--- src/rtl/dbs_pkg.sv ---
package dbs_pkg;
  typedef enum logic [2:0] {
    ST_IDLE  = 3'd0,
    ST_ARB   = 3'd1,
    ST_RD    = 3'd2,
    ST_WR    = 3'd3,
    ST_PAUSE = 3'd4
  } seq_st_t;

  // Signed address increment for a stepping mode and unit size.
  function automatic logic [31:0] step_delta(input logic [1:0] mode, input logic word);
    logic [31:0] unit;
    unit = word ? 32'd2 : 32'd1;
    case (mode)
      2'b01:   step_delta = unit;
      2'b10:   step_delta = -unit;
      default: step_delta = 32'd0;
    endcase
  endfunction

  // Units per block from the size field; zero encodes the maximum.
  function automatic logic [8:0] blk_units(input logic [7:0] fld);
    blk_units = (fld == 8'd0) ? 9'd256 : {1'b0, fld};
  endfunction
endpackage

--- src/rtl/dbs_addr_unit.sv ---
module dbs_addr_unit #(
  parameter int AW = 32
) (
  input  logic          clk,
  input  logic          rst_n,
  input  logic          load,
  input  logic [AW-1:0] load_val,
  input  logic [1:0]    load_mode,
  input  logic          load_word,
  input  logic          step,
  output logic [AW-1:0] addr
);
  import dbs_pkg::*;
  logic [1:0] mode_q;
  logic       word_q;

  always_ff @(posedge clk or negedge rst_n) begin
    if (!rst_n) begin
      addr   <= '0;
      mode_q <= 2'b00;
      word_q <= 1'b0;
    end else if (load) begin
      addr   <= load_val;
      mode_q <= load_mode;
      word_q <= load_word;
    end else if (step) begin
      addr <= addr + AW'(step_delta(mode_q, word_q));
    end
  end

  a_r4_fixed_holds: assert property (@(posedge clk) disable iff (!rst_n)
    (step && !load && (mode_q == 2'b00 || mode_q == 2'b11)) |=> $stable(addr));
  a_r4_dec_moves_down: assert property (@(posedge clk) disable iff (!rst_n)
    (step && !load && mode_q == 2'b10 && addr > AW'(2)) |=> (addr < $past(addr)));
endmodule

--- src/rtl/dbs_ctrl.sv ---
module dbs_ctrl #(
  parameter int SZW  = 8,
  parameter int CNTW = 16,
  localparam int CW  = SZW + CNTW,
  localparam int UW  = SZW + 1
) (
  input  logic          clk,
  input  logic          rst_n,
  input  logic          cfg_load,
  input  logic [CW-1:0] cfg_count,
  input  logic          cfg_brel,
  input  logic          xfer_req,
  input  logic          bus_gnt,
  input  logic          other_req,
  output logic          load_ok,
  output logic          unit_step,
  output logic          bus_req,
  output logic          bus_rd,
  output logic          bus_wr,
  output logic          req_ack,
  output logic          blk_end,
  output logic          hold_higher,
  output logic          ch_en,
  output logic          ch_done
);
  import dbs_pkg::*;
  seq_st_t         st;
  logic [SZW-1:0]  bsz_q;
  logic [CNTW-1:0] cnt_q;
  logic [UW-1:0]   left_q;
  logic            brel_q;
  logic            accept;
  logic            last_unit;
  logic            release_now;

  assign load_ok     = cfg_load && (st == ST_IDLE);
  assign accept      = (st == ST_IDLE) && ch_en && xfer_req && !cfg_load;
  assign last_unit   = (left_q == UW'(1));
  assign release_now = brel_q && other_req && !last_unit;
  assign unit_step   = (st == ST_WR);
  assign bus_req     = (st == ST_ARB) || (st == ST_RD) || (st == ST_WR);
  assign bus_rd      = (st == ST_RD);
  assign bus_wr      = (st == ST_WR);
  assign blk_end     = (st == ST_WR) && last_unit;
  assign hold_higher = (st != ST_IDLE);

  always_ff @(posedge clk or negedge rst_n) begin
    if (!rst_n) begin
      st      <= ST_IDLE;
      bsz_q   <= '0;
      cnt_q   <= '0;
      left_q  <= '0;
      brel_q  <= 1'b0;
      req_ack <= 1'b0;
      ch_en   <= 1'b0;
      ch_done <= 1'b0;
    end else begin
      req_ack <= 1'b0;
      if (load_ok) begin
        bsz_q   <= cfg_count[CW-1:CNTW];
        cnt_q   <= cfg_count[CNTW-1:0];
        brel_q  <= cfg_brel;
        ch_en   <= 1'b1;
        ch_done <= 1'b0;
      end
      case (st)
        ST_IDLE: if (accept) begin
          st      <= ST_ARB;
          req_ack <= 1'b1;
          left_q  <= UW'(blk_units(8'(bsz_q)));
        end
        ST_ARB:  if (bus_gnt) st <= ST_RD;
        ST_RD:   st <= ST_WR;
        ST_WR: begin
          left_q <= left_q - UW'(1);
          if (last_unit) begin
            cnt_q <= cnt_q - CNTW'(1);
            if (cnt_q == CNTW'(1)) begin
              ch_en   <= 1'b0;
              ch_done <= 1'b1;
            end
            st <= ST_IDLE;
          end else if (release_now) begin
            st <= ST_PAUSE;
          end else begin
            st <= ST_RD;
          end
        end
        ST_PAUSE: if (!other_req) st <= ST_ARB;
        default:  st <= ST_IDLE;
      endcase
    end
  end

  a_r1_ack_single: assert property (@(posedge clk) disable iff (!rst_n)
    req_ack |=> !req_ack);
  a_r3_write_follows_read: assert property (@(posedge clk) disable iff (!rst_n)
    bus_rd |=> bus_wr);
  a_r5_end_in_write: assert property (@(posedge clk) disable iff (!rst_n)
    blk_end |-> bus_wr);
  a_r6_release_after_end: assert property (@(posedge clk) disable iff (!rst_n)
    blk_end |=> !bus_req);
  a_r7_hold_while_bus: assert property (@(posedge clk) disable iff (!rst_n)
    bus_req |-> hold_higher);
  a_r8_pause_keeps_off: assert property (@(posedge clk) disable iff (!rst_n)
    (hold_higher && !bus_req && other_req) |=> !bus_req);
  a_r9_no_release_when_off: assert property (@(posedge clk) disable iff (!rst_n)
    (bus_wr && !blk_end && !brel_q) |=> bus_rd);
  a_r10_done_disables: assert property (@(posedge clk) disable iff (!rst_n)
    $rose(ch_done) |-> !ch_en);
endmodule

--- src/rtl/dma_blk_seq.sv ---
module dma_blk_seq #(
  parameter int AW   = 32,
  parameter int DW   = 16,
  parameter int SZW  = 8,
  parameter int CNTW = 16,
  localparam int CW  = SZW + CNTW
) (
  input  logic          clk,
  input  logic          rst_n,
  input  logic          cfg_load,
  input  logic [AW-1:0] cfg_src,
  input  logic [AW-1:0] cfg_dst,
  input  logic [CW-1:0] cfg_count,
  input  logic [1:0]    cfg_src_mode,
  input  logic [1:0]    cfg_dst_mode,
  input  logic          cfg_word,
  input  logic          cfg_brel,
  input  logic          xfer_req,
  input  logic          bus_gnt,
  input  logic          other_req,
  input  logic [DW-1:0] bus_rdata,
  output logic          bus_req,
  output logic          bus_rd,
  output logic          bus_wr,
  output logic [AW-1:0] bus_addr,
  output logic          bus_word,
  output logic [DW-1:0] bus_wdata,
  output logic          req_ack,
  output logic          blk_end,
  output logic          hold_higher,
  output logic          ch_en,
  output logic          ch_done
);
  localparam int NPTR = 2;
  logic          load_ok;
  logic          unit_step;
  logic [DW-1:0] rbuf_q;
  logic          word_q;
  logic [AW-1:0] ld_val  [NPTR];
  logic [1:0]    ld_mode [NPTR];
  logic [AW-1:0] ptr     [NPTR];

  assign ld_val[0]  = cfg_src;
  assign ld_val[1]  = cfg_dst;
  assign ld_mode[0] = cfg_src_mode;
  assign ld_mode[1] = cfg_dst_mode;

  dbs_ctrl #(.SZW(SZW), .CNTW(CNTW)) u_ctrl (
    .clk(clk), .rst_n(rst_n), .cfg_load(cfg_load), .cfg_count(cfg_count),
    .cfg_brel(cfg_brel), .xfer_req(xfer_req), .bus_gnt(bus_gnt),
    .other_req(other_req), .load_ok(load_ok), .unit_step(unit_step),
    .bus_req(bus_req), .bus_rd(bus_rd), .bus_wr(bus_wr), .req_ack(req_ack),
    .blk_end(blk_end), .hold_higher(hold_higher), .ch_en(ch_en),
    .ch_done(ch_done)
  );

  for (genvar i = 0; i < NPTR; i++) begin : g_ptr
    dbs_addr_unit #(.AW(AW)) u_addr (
      .clk(clk), .rst_n(rst_n), .load(load_ok), .load_val(ld_val[i]),
      .load_mode(ld_mode[i]), .load_word(cfg_word), .step(unit_step),
      .addr(ptr[i])
    );
  end

  always_ff @(posedge clk or negedge rst_n) begin
    if (!rst_n) begin
      rbuf_q <= '0;
      word_q <= 1'b0;
    end else begin
      if (load_ok) word_q <= cfg_word;
      if (bus_rd)  rbuf_q <= bus_rdata;
    end
  end

  assign bus_addr  = bus_rd ? ptr[0] : (bus_wr ? ptr[1] : '0);
  assign bus_wdata = rbuf_q;
  assign bus_word  = word_q;

  a_r3_wdata_from_read: assert property (@(posedge clk) disable iff (!rst_n)
    bus_rd |=> (bus_wdata == $past(bus_rdata)));
endmodule

--- config.mk ---
export PLATFORM = sky130hd
export DESIGN_NAME = dma_blk_seq
export DESIGN_NICKNAME = d
export VERILOG_FILES = /design/src/rtl/dbs_pkg.sv /design/src/rtl/dbs_addr_unit.sv /design/src/rtl/dbs_ctrl.sv /design/src/rtl/dma_blk_seq.sv
export SDC_FILE = /design/constraint.sdc
export NUM_CORES = 1
export LEC_CHECK = 0
export ABC_CLOCK_PERIOD_IN_PS = 6600
export BUFFER_PORTS_ARGS = -buffer_cell sky130_fd_sc_hd__buf_2
export CORE_UTILIZATION = 32
export CTS_CLUSTER_DIAMETER = 80
export DETAILED_ROUTE_END_ITERATION = 8
export PLACE_DENSITY = 0.5
export SLEW_MARGIN = 20
export SYNTH_ARGS = -nofsm -noshare
export SYNTH_HDL_FRONTEND = slang
export SYNTH_SLANG_ARGS = --single-unit
--- constraint.sdc ---
create_clock -name clk -period 6.6 [get_ports clk]
set_clock_uncertainty 0.15 [all_clocks]
set_input_delay 0.33 -clock clk [delete_from_list [all_inputs] [get_ports clk]]
set_output_delay 0.33 -clock clk [all_outputs]
set_load 0.03 [all_outputs]
==> run_summary.xml, run 1 <==
<?xml version="1.0" encoding="UTF-8"?>
<metrics>
  <group name="outcome">
    <metric name="status" unit="">completed</metric>
  </group>
  <group name="floorplan">
    <metric name="core_region_area" unit="µm²">28800</metric>
    <metric name="placementRows" unit="">62</metric>
    <metric name="io-pin-count" unit="">173</metric>
    <metric name="die_height" unit="µm">173</metric>
    <metric name="initial_cell_density_of_the_core" unit="">0.327</metric>
    <metric name="die_area" unit="µm²">30100</metric>
    <metric name="chipWidth" unit="µm">173</metric>
  </group>
  <group name="critical_path">
    <metric name="worstSetupPathType" unit="">register to register</metric>
    <metric name="cell_class_contributing_the_biggest_share_of_worst_path_delay" unit="">compound AO/OA/AOI/OAI gates</metric>
    <metric name="crit_buf_inv" unit="">2</metric>
    <metric name="critical_path_depth" unit="">13</metric>
    <metric name="cpPeakStageDelay" unit="ns">0.58</metric>
    <metric name="critical_path_required" unit="ns">6.80</metric>
    <metric name="critPathSlowestCell" unit="">sky130_fd_sc_hd__a41oi_1</metric>
    <metric name="r2r.worst_path.cells" unit="">13</metric>
    <metric name="critical_path.startpoint_type" unit="">register</metric>
    <metric name="crit_arrival" unit="ns">4.10</metric>
    <metric name="crit_path_cell_trace" unit="">inv_1, ha_1, buf_4, ha_1, nor2b_1, o21a_1, o21ai_1, a21oi_1, o41a_1, a41oi_1, a21oi_1, a31oi_1, nand3b_1</metric>
    <metric name="cp_max_fo" unit="">39</metric>
    <metric name="worstSetupEndpointType" unit="">register</metric>
  </group>
  <group name="drt">
    <metric name="first_pass_iters" unit="">5</metric>
    <metric name="remaining_routing_drc_violations" unit="">0</metric>
    <metric name="avgViaCountPerCell" unit="">5.30</metric>
    <metric name="routed_wirelength" unit="µm">29600</metric>
    <metric name="drt_iter0_drc" unit="">484</metric>
    <metric name="drt-wirelength-per-cell" unit="µm">16.9</metric>
    <metric name="antenna_left" unit="">0</metric>
    <metric name="route.vias.total" unit="">9273</metric>
  </group>
  <group name="power_and_ir_drop">
    <metric name="total_leakage_power" unit="nW">5.55</metric>
    <metric name="power_density" unit="nW/µm²">611</metric>
    <metric name="vdd.ir_drop.worst" unit="mV">0.232</metric>
  </group>
  <group name="clocking">
    <metric name="clk_root_buffer_cell" unit="">sky130_fd_sc_hd__clkbuf_16</metric>
    <metric name="clock_latency" unit="ns">0.42</metric>
    <metric name="cts_hold_repair.buffers" unit="">63</metric>
    <metric name="cts.sink_count" unit="">125</metric>
    <metric name="cts_max_level" unit="">4</metric>
    <metric name="cts_inserted_buffers" unit="">17</metric>
    <metric name="cts.path.max_buffers" unit="">2</metric>
    <metric name="cts.clk_slew.worst_paths" unit="ns">0.06</metric>
    <metric name="cts_tree" unit="">done</metric>
    <metric name="count_of_buffers_added_by_post_cts_timing_repair_for_setup" unit="">0</metric>
    <metric name="cts_resized" unit="">0</metric>
  </group>
  <group name="timing">
    <metric name="timing_hold_violations_final" unit="">0</metric>
    <metric name="worst-slew-pin-transition" unit="ns">0.877</metric>
    <metric name="setup_failing_eps_final" unit="">0</metric>
    <metric name="fin_crit" unit="ns">3.90</metric>
    <metric name="final_min_period_over_clock_period" unit="">0.590</metric>
    <metric name="max_slew_margin" unit="">0.415</metric>
    <metric name="grt_setup_unrepaired" unit="">no</metric>
    <metric name="fmax" unit="MHz">257</metric>
    <metric name="setup_total_negative_slack" unit="ns">0</metric>
    <metric name="slew_violations" unit="">0</metric>
  </group>
  <group name="synth">
    <metric name="synth_enable_flop_cells" unit="">0</metric>
    <metric name="post_synth_inst_count" unit="">1149</metric>
    <metric name="post_synth_num_cell_types" unit="">69</metric>
    <metric name="synth_seq_area_share" unit="">0.333</metric>
    <metric name="ys_warn_count" unit="">0</metric>
    <metric name="synth_nets" unit="">1339</metric>
    <metric name="yosys_most_used_dff" unit="">sky130_fd_sc_hd__dfrtp_1</metric>
    <metric name="postSynthRegisterBits" unit="">125</metric>
    <metric name="async_flop_share" unit="">1.00</metric>
    <metric name="synth.avg_cell_area" unit="µm²">8.18</metric>
    <metric name="synth.cell_area" unit="µm²">9400</metric>
  </group>
  <group name="place">
    <metric name="post_detailed_placement_cell_area" unit="µm²">10600</metric>
    <metric name="dp.final_hpwl" unit="µm">20700</metric>
    <metric name="gpl.final_weighted_congestion" unit="">0.828</metric>
    <metric name="number_of_buffers_added_on_ports" unit="">172</metric>
  </group>
  <group name="job">
    <metric name="cap_violations" unit="">0</metric>
  </group>
  <group name="global_route">
    <metric name="grt_start_max_net_pins" unit="">86</metric>
    <metric name="first_pass_grt_wire_length" unit="µm">48100</metric>
    <metric name="grtUsageTotal" unit="">0.198</metric>
    <metric name="initial_antenna_violation_count" unit="">0</metric>
    <metric name="number_of_global_route_vias_before_repair" unit="">9281</metric>
    <metric name="global_route_overflow" unit="">0</metric>
  </group>
  <group name="worst_hold_path">
    <metric name="worst_hold_path_type" unit="">input pin to register</metric>
    <metric name="worst_hold_path.num_cells" unit="">3</metric>
  </group>
  <group name="final_layout">
    <metric name="n_antenna_cell" unit="">0</metric>
    <metric name="final_design_area_no_fill" unit="µm²">11900</metric>
    <metric name="syn_to_final_growth" unit="%">26.3</metric>
    <metric name="finalNetCount" unit="">1543</metric>
    <metric name="layout-drive-gt1-share" unit="">0.183</metric>
  </group>
</metrics>
[worst register-to-register path, cell delays in order (launching register included)]
cell,delay [ns]
sky130_fd_sc_hd__dfrtp_1,0.38
sky130_fd_sc_hd__inv_1,0.09
sky130_fd_sc_hd__ha_1,0.16
sky130_fd_sc_hd__buf_4,0.39
sky130_fd_sc_hd__ha_1,0.37
sky130_fd_sc_hd__nor2b_1,0.16
sky130_fd_sc_hd__o21a_1,0.18
sky130_fd_sc_hd__o21ai_1,0.22
sky130_fd_sc_hd__a21oi_1,0.18
sky130_fd_sc_hd__o41a_1,0.39
sky130_fd_sc_hd__a41oi_1,0.58
sky130_fd_sc_hd__a21oi_1,0.24
sky130_fd_sc_hd__a31oi_1,0.20
sky130_fd_sc_hd__nand3b_1,0.13
[power breakdown]
part / total, mW / leakage, nW / internal (mW) / switching, mW
clock: 1.04 / 0.305 / 0.639 / 0.399
sequential: 1.53 / 1.51 / 1.16 / 0.366
combinational: 4.70 / 3.74 / 1.82 / 2.88
[metal layers]
metal,GRT usage,up-vias,part of all wire
li1,-,4611,-
met1,0.267,4410,0.47
met2,0.335,230,0.47
met3,0.0287,22,0.040
met4,0.0431,0,0.011
met5,0,-,0
[Yosys cell counts, drive strengths merged (5+ instances only)]
master / n / area, µm²
nand2: 137 / 517
buf: 14 / 52.6
a22o: 30 / 263
o31ai: 7 / 57.6
nand2b: 13 / 81.3
nor4: 5 / 31.3
o311ai: 6 / 52.6
a22oi: 13 / 97.6
or2: 6 / 37.5
nand3: 30 / 150
o211ai: 6 / 45.0
a221o: 5 / 50.1
o21bai: 6 / 45.0
a211oi: 13 / 97.6
clkbuf: 46 / 173
nor3: 25 / 125
nand3b: 6 / 45.0
o21a: 8 / 60.1
nand4: 10 / 62.6
mux2i: 5 / 50.1
mux2: 16 / 180
or3: 7 / 48.8
a31oi: 14 / 87.6
nor2b: 12 / 75.1
xor2: 20 / 175
and2: 5 / 31.3
a21oi: 125 / 626
ha: 72 / 901
inv: 33 / 124
nor2: 105 / 397
xnor2: 23 / 201
a221oi: 5 / 43.8
a21o: 32 / 240
dfrtp: 125 / 3130
and3: 15 / 93.8
o21ai: 101 / 505
a21boi: 6 / 45.0
[final timing paths]
path	startpoint	endpoint	slack [ns]
setup reg to reg	g_ptr[0].u_addr.mode_q[0]	g_ptr[0].u_addr.addr[24]	2.70
hold reg to reg	u_ctrl.bsz_q[3]	u_ctrl.bsz_q[3]	0.33
min in group asynchronous	rst_n	g_ptr[1].u_addr.addr[6]	0.34
hold / removal	cfg_dst[11]	g_ptr[1].u_addr.addr[11]	0.01
setup / recovery	g_ptr[0].u_addr.mode_q[0]	g_ptr[0].u_addr.addr[24]	2.70
max in group asynchronous	rst_n	u_ctrl.bsz_q[6]	4.71
[state kept, by name (all words and copies together) (netlist names)]
name and count:
g_ptr.u_addr.word_q 1, u_ctrl.left_q 9, u_ctrl.cnt_q 16, g_ptr.u_addr.addr 64
g_ptr.u_addr.mode_q 4, u_ctrl.req_ack 1, u_ctrl.ch_en 1, u_ctrl.brel_q 1
bus_wdata 16, u_ctrl.ch_done 1, u_ctrl.bsz_q 8, u_ctrl.st 3
[placed cells by master (no fill, tap or decap), types with 13 or more instances in the layout]
master / Yosys / final
sky130_fd_sc_hd__inv_1: 30 / 30
sky130_fd_sc_hd__a22oi_1: 13 / 13
sky130_fd_sc_hd__a21oi_1: 125 / 125
sky130_fd_sc_hd__nor2_1: 104 / 103
sky130_fd_sc_hd__o21ai_0: 76 / 76
sky130_fd_sc_hd__a21o_1: 32 / 32
sky130_fd_sc_hd__and3_1: 15 / 15
sky130_fd_sc_hd__nand3_1: 30 / 30
sky130_fd_sc_hd__nand2b_1: 13 / 13
sky130_fd_sc_hd__nor3_1: 25 / 24
sky130_fd_sc_hd__clkbuf_16: 0 / 17
sky130_fd_sc_hd__ha_1: 72 / 72
sky130_fd_sc_hd__mux2_2: 16 / 16
sky130_fd_sc_hd__xor2_1: 20 / 20
sky130_fd_sc_hd__nand2_1: 136 / 135
sky130_fd_sc_hd__dfrtp_1: 125 / 125
sky130_fd_sc_hd__dlygate4sd3_1: 0 / 63
sky130_fd_sc_hd__a211oi_1: 13 / 13
sky130_fd_sc_hd__xnor2_1: 23 / 23
sky130_fd_sc_hd__o21ai_1: 25 / 25
sky130_fd_sc_hd__buf_2: 0 / 171
sky130_fd_sc_hd__a22o_1: 30 / 30
sky130_fd_sc_hd__a31oi_1: 14 / 14
[area by class of cell]
class,instances,area [µm²]
fillers,2943,16900
multi-input cells,931,5940
flip-flops and latches,125,3130
repair buffers,245,1570
well taps,384,480
clock buffers,17,425
clock inverters,14,206
inverters,33,124
[stage by stage]
step | hold WS [ns] | std cells | setup WS (ns) | util | total power [mW]
global route | 0.00871 | 1749 | 2.42 | 0.413 | 7.90
floorplan | -0.116 | 1149 | 2.91 | - | 5.02
global placement | 0.240 | 1655 | 2.78 | 0.369 | 6.17
detailed placement | 0.245 | 1655 | 2.78 | 0.369 | 6.17
finish | 0.0128 | 1749 | 2.70 | 0.413 | 7.26
CTS | 0.000204 | 1749 | 2.72 | 0.413 | 7.29
[kinds of logic after synthesis]
group / share of synthesized area
flops: 0.333
buf+inv: 0.0371
mux: 0.0245
compound gates: 0.277
fa+ha+maj: 0.100
xor+xnor: 0.0400
simple gates: 0.188
(Power assumes the default switching activity.)
==> run 2, diff against run 1 <==
ABC_CLOCK_PERIOD_IN_PS = 4000   (was 6600)
clock period = 4 ns   (was 6.6 ns; I/O delays follow)
==> run_summary.xml, run 2 (same netlist as run 1, synthesis figures left out) <==
<?xml version="1.0" encoding="UTF-8"?>
<metrics>
  <group name="critical_path">
    <metric name="cell_class_contributing_the_biggest_share_of_worst_path_delay" unit="">compound AO/OA/AOI/OAI gates</metric>
    <metric name="critical_path.startpoint_type" unit="">register</metric>
    <metric name="crit_path_cell_trace" unit="">inv_1, ha_1, or2_2, inv_1, ha_1, a211oi_1, nor2_1, a31oi_1, a2111oi_0, o21ai_0, a21boi_1, or3_1, a21oi_1, nand3b_1</metric>
    <metric name="crit_arrival" unit="ns">3.82</metric>
    <metric name="crit_buf_inv" unit="">2</metric>
    <metric name="cpPeakStageDelay" unit="ns">0.65</metric>
    <metric name="critical_path_required" unit="ns">4.16</metric>
    <metric name="worstSetupEndpointType" unit="">register</metric>
    <metric name="critPathSlowestCell" unit="">sky130_fd_sc_hd__a2111oi_0</metric>
    <metric name="cp_max_fo" unit="">4</metric>
    <metric name="worstSetupPathType" unit="">register to register</metric>
  </group>
  <group name="timing">
    <metric name="fin_crit" unit="ns">3.66</metric>
    <metric name="setup_total_negative_slack" unit="ns">0</metric>
    <metric name="timing_hold_violations_final" unit="">0</metric>
    <metric name="final_worst_setup_slack" unit="ns">0.336</metric>
    <metric name="setup_failing_eps_final" unit="">0</metric>
    <metric name="worst-slew-pin-transition" unit="ns">0.771</metric>
    <metric name="fmax" unit="MHz">273</metric>
    <metric name="max_slew_margin" unit="">0.486</metric>
    <metric name="slew_violations" unit="">0</metric>
    <metric name="grt_setup_unrepaired" unit="">no</metric>
    <metric name="final_min_period_over_clock_period" unit="">0.916</metric>
  </group>
  <group name="power_and_ir_drop">
    <metric name="vdd.ir_drop.worst" unit="mV">0.364</metric>
    <metric name="total_leakage_power" unit="nW">5.78</metric>
    <metric name="power.total" unit="mW">11.9</metric>
    <metric name="power_density" unit="nW/µm²">963</metric>
  </group>
  <group name="floorplan">
    <metric name="die_area" unit="µm²">30100</metric>
    <metric name="die_height" unit="µm">173</metric>
    <metric name="placementRows" unit="">62</metric>
    <metric name="core_region_area" unit="µm²">28800</metric>
    <metric name="chipWidth" unit="µm">173</metric>
    <metric name="io-pin-count" unit="">173</metric>
    <metric name="initial_cell_density_of_the_core" unit="">0.327</metric>
  </group>
  <group name="place">
    <metric name="number_of_buffers_added_on_ports" unit="">172</metric>
    <metric name="preCtsSetupSlack" unit="ns">0.205</metric>
    <metric name="dp.final_hpwl" unit="µm">20800</metric>
    <metric name="gpl.final_weighted_congestion" unit="">0.848</metric>
  </group>
  <group name="global_route">
    <metric name="grtUsageTotal" unit="">0.201</metric>
    <metric name="first_pass_grt_wire_length" unit="µm">48800</metric>
    <metric name="number_of_global_route_vias_before_repair" unit="">9306</metric>
    <metric name="initial_antenna_violation_count" unit="">0</metric>
    <metric name="global_route_overflow" unit="">0</metric>
    <metric name="grt_start_max_net_pins" unit="">77</metric>
  </group>
  <group name="clocking">
    <metric name="clock_latency" unit="ns">0.43</metric>
    <metric name="cts.path.max_buffers" unit="">2</metric>
    <metric name="count_of_buffers_added_by_post_cts_timing_repair_for_setup" unit="">0</metric>
    <metric name="cts.clk_slew.worst_paths" unit="ns">0.07</metric>
    <metric name="cts.sink_count" unit="">125</metric>
    <metric name="clk_root_buffer_cell" unit="">sky130_fd_sc_hd__clkbuf_16</metric>
    <metric name="cts_inserted_buffers" unit="">17</metric>
    <metric name="cts_max_level" unit="">4</metric>
    <metric name="cts_tree" unit="">done</metric>
  </group>
  <group name="drt">
    <metric name="avgViaCountPerCell" unit="">5.28</metric>
    <metric name="drt_iter0_drc" unit="">681</metric>
    <metric name="wl_met1" unit="µm">14400</metric>
    <metric name="antenna_left" unit="">0</metric>
    <metric name="dr_wl_met2" unit="µm">13900</metric>
    <metric name="route.vias.total" unit="">9532</metric>
    <metric name="routed_wirelength" unit="µm">29800</metric>
    <metric name="top_layer_used" unit="">met4</metric>
    <metric name="drt-wirelength-per-cell" unit="µm">16.5</metric>
    <metric name="first_pass_iters" unit="">5</metric>
    <metric name="wl_met3" unit="µm">1100</metric>
    <metric name="remaining_routing_drc_violations" unit="">0</metric>
  </group>
  <group name="final_layout">
    <metric name="syn_to_final_growth" unit="%">31.9</metric>
    <metric name="final_core_util" unit="">0.431</metric>
    <metric name="layout-drive-gt1-share" unit="">0.182</metric>
    <metric name="final.fill_count" unit="">2922</metric>
    <metric name="finalNetCount" unit="">1600</metric>
    <metric name="largest_register" unit="">g_ptr.u_addr.addr</metric>
    <metric name="n_antenna_cell" unit="">0</metric>
    <metric name="layout.area.seq" unit="µm²">3130</metric>
    <metric name="mostFrequentLayoutCells" unit="">171 x sky130_fd_sc_hd__buf_2, 135 x sky130_fd_sc_hd__nand2_1, 125 x sky130_fd_sc_hd__a21oi_1, 125 x sky130_fd_sc_hd__dfrtp_1, 113 x sky130_fd_sc_hd__dlygate4sd3_1</metric>
    <metric name="multi_input_area" unit="µm²">5950</metric>
    <metric name="largest_register_ffs" unit="">64</metric>
    <metric name="layout.cells.most_common" unit="">sky130_fd_sc_hd__buf_2</metric>
  </group>
  <group name="outcome">
    <metric name="status" unit="">completed</metric>
  </group>
  <group name="worst_hold_path">
    <metric name="worst_hold_path_type" unit="">input pin to register</metric>
  </group>
  <group name="job">
    <metric name="cap_violations" unit="">0</metric>
  </group>
</metrics>
==> run 2: routing by layer <==
| layer | vias to the layer above | global-route usage |
|---|---|---|
| li1 | 4742 | - |
| met1 | 4544 | 0.275 |
| met2 | 219 | 0.332 |
| met3 | 27 | 0.0250 |
| met4 | 0 | 0.0553 |
| met5 | - | 0 |
==> run 2: final timing paths <==
check | start | endpoint | slack [ns] | cells after the start
worst min register to register | u_ctrl.ch_done | u_ctrl.ch_done | 0.33 | 2
min in group asynchronous | rst_n | g_ptr[1].u_addr.addr[3] | 0.25 | 2
worst max register to register | g_ptr[1].u_addr.mode_q[0] | g_ptr[1].u_addr.addr[31] | 0.34 | 14
worst max-delay path | g_ptr[1].u_addr.mode_q[0] | g_ptr[1].u_addr.addr[31] | 0.34 | 14
max in group asynchronous | rst_n | u_ctrl.ch_en | 2.55 | 3
worst min-delay path | cfg_count[15] | u_ctrl.cnt_q[15] | 0.04 | 4
==> run 2: worst min-delay path: stages <==
cell	delay, ns
sky130_fd_sc_hd__buf_2	0.11
sky130_fd_sc_hd__nor2_1	0.11
sky130_fd_sc_hd__a31oi_1	0.05
sky130_fd_sc_hd__o21a_1	0.10
==> run 2: repair_timing <==
| item | CTS | global route |
|---|---|---|
| setup endpoints to repair | 0 | 4 |
| resized for setup | 0 | 1 |
| hold buffers | 113 | 0 |
| endpoints found under the hold margin | 186 | 0 |
==> run 2: through the flow <==
stage,hold slack (ns),cell area [µm²],cells
after floorplan,-0.246,9400,1149
after CTS,0.0150,12400,1807
after global routing,0.0502,12400,1807
final,0.0376,12400,1807
after detailed placement,0.162,10700,1662
after global placement,0.164,10700,1662
==> run 2: area by class of cell <==
type                    instances  area share
clock buffers                  18      0.0354
clock inverters                14      0.0119
inverters                      33     0.00998
multi-input cells             931       0.480
flip-flops and latches        125       0.252
well taps                     384      0.0387
repair buffers                302       0.172
==> run 2: report_power, final <==
part | total [mW] | internal (mW) | switching, mW
sequential | 2.52 | 1.91 | 0.605
combinational | 7.85 | 3.10 | 4.75
clock | 1.58 | 0.897 | 0.682
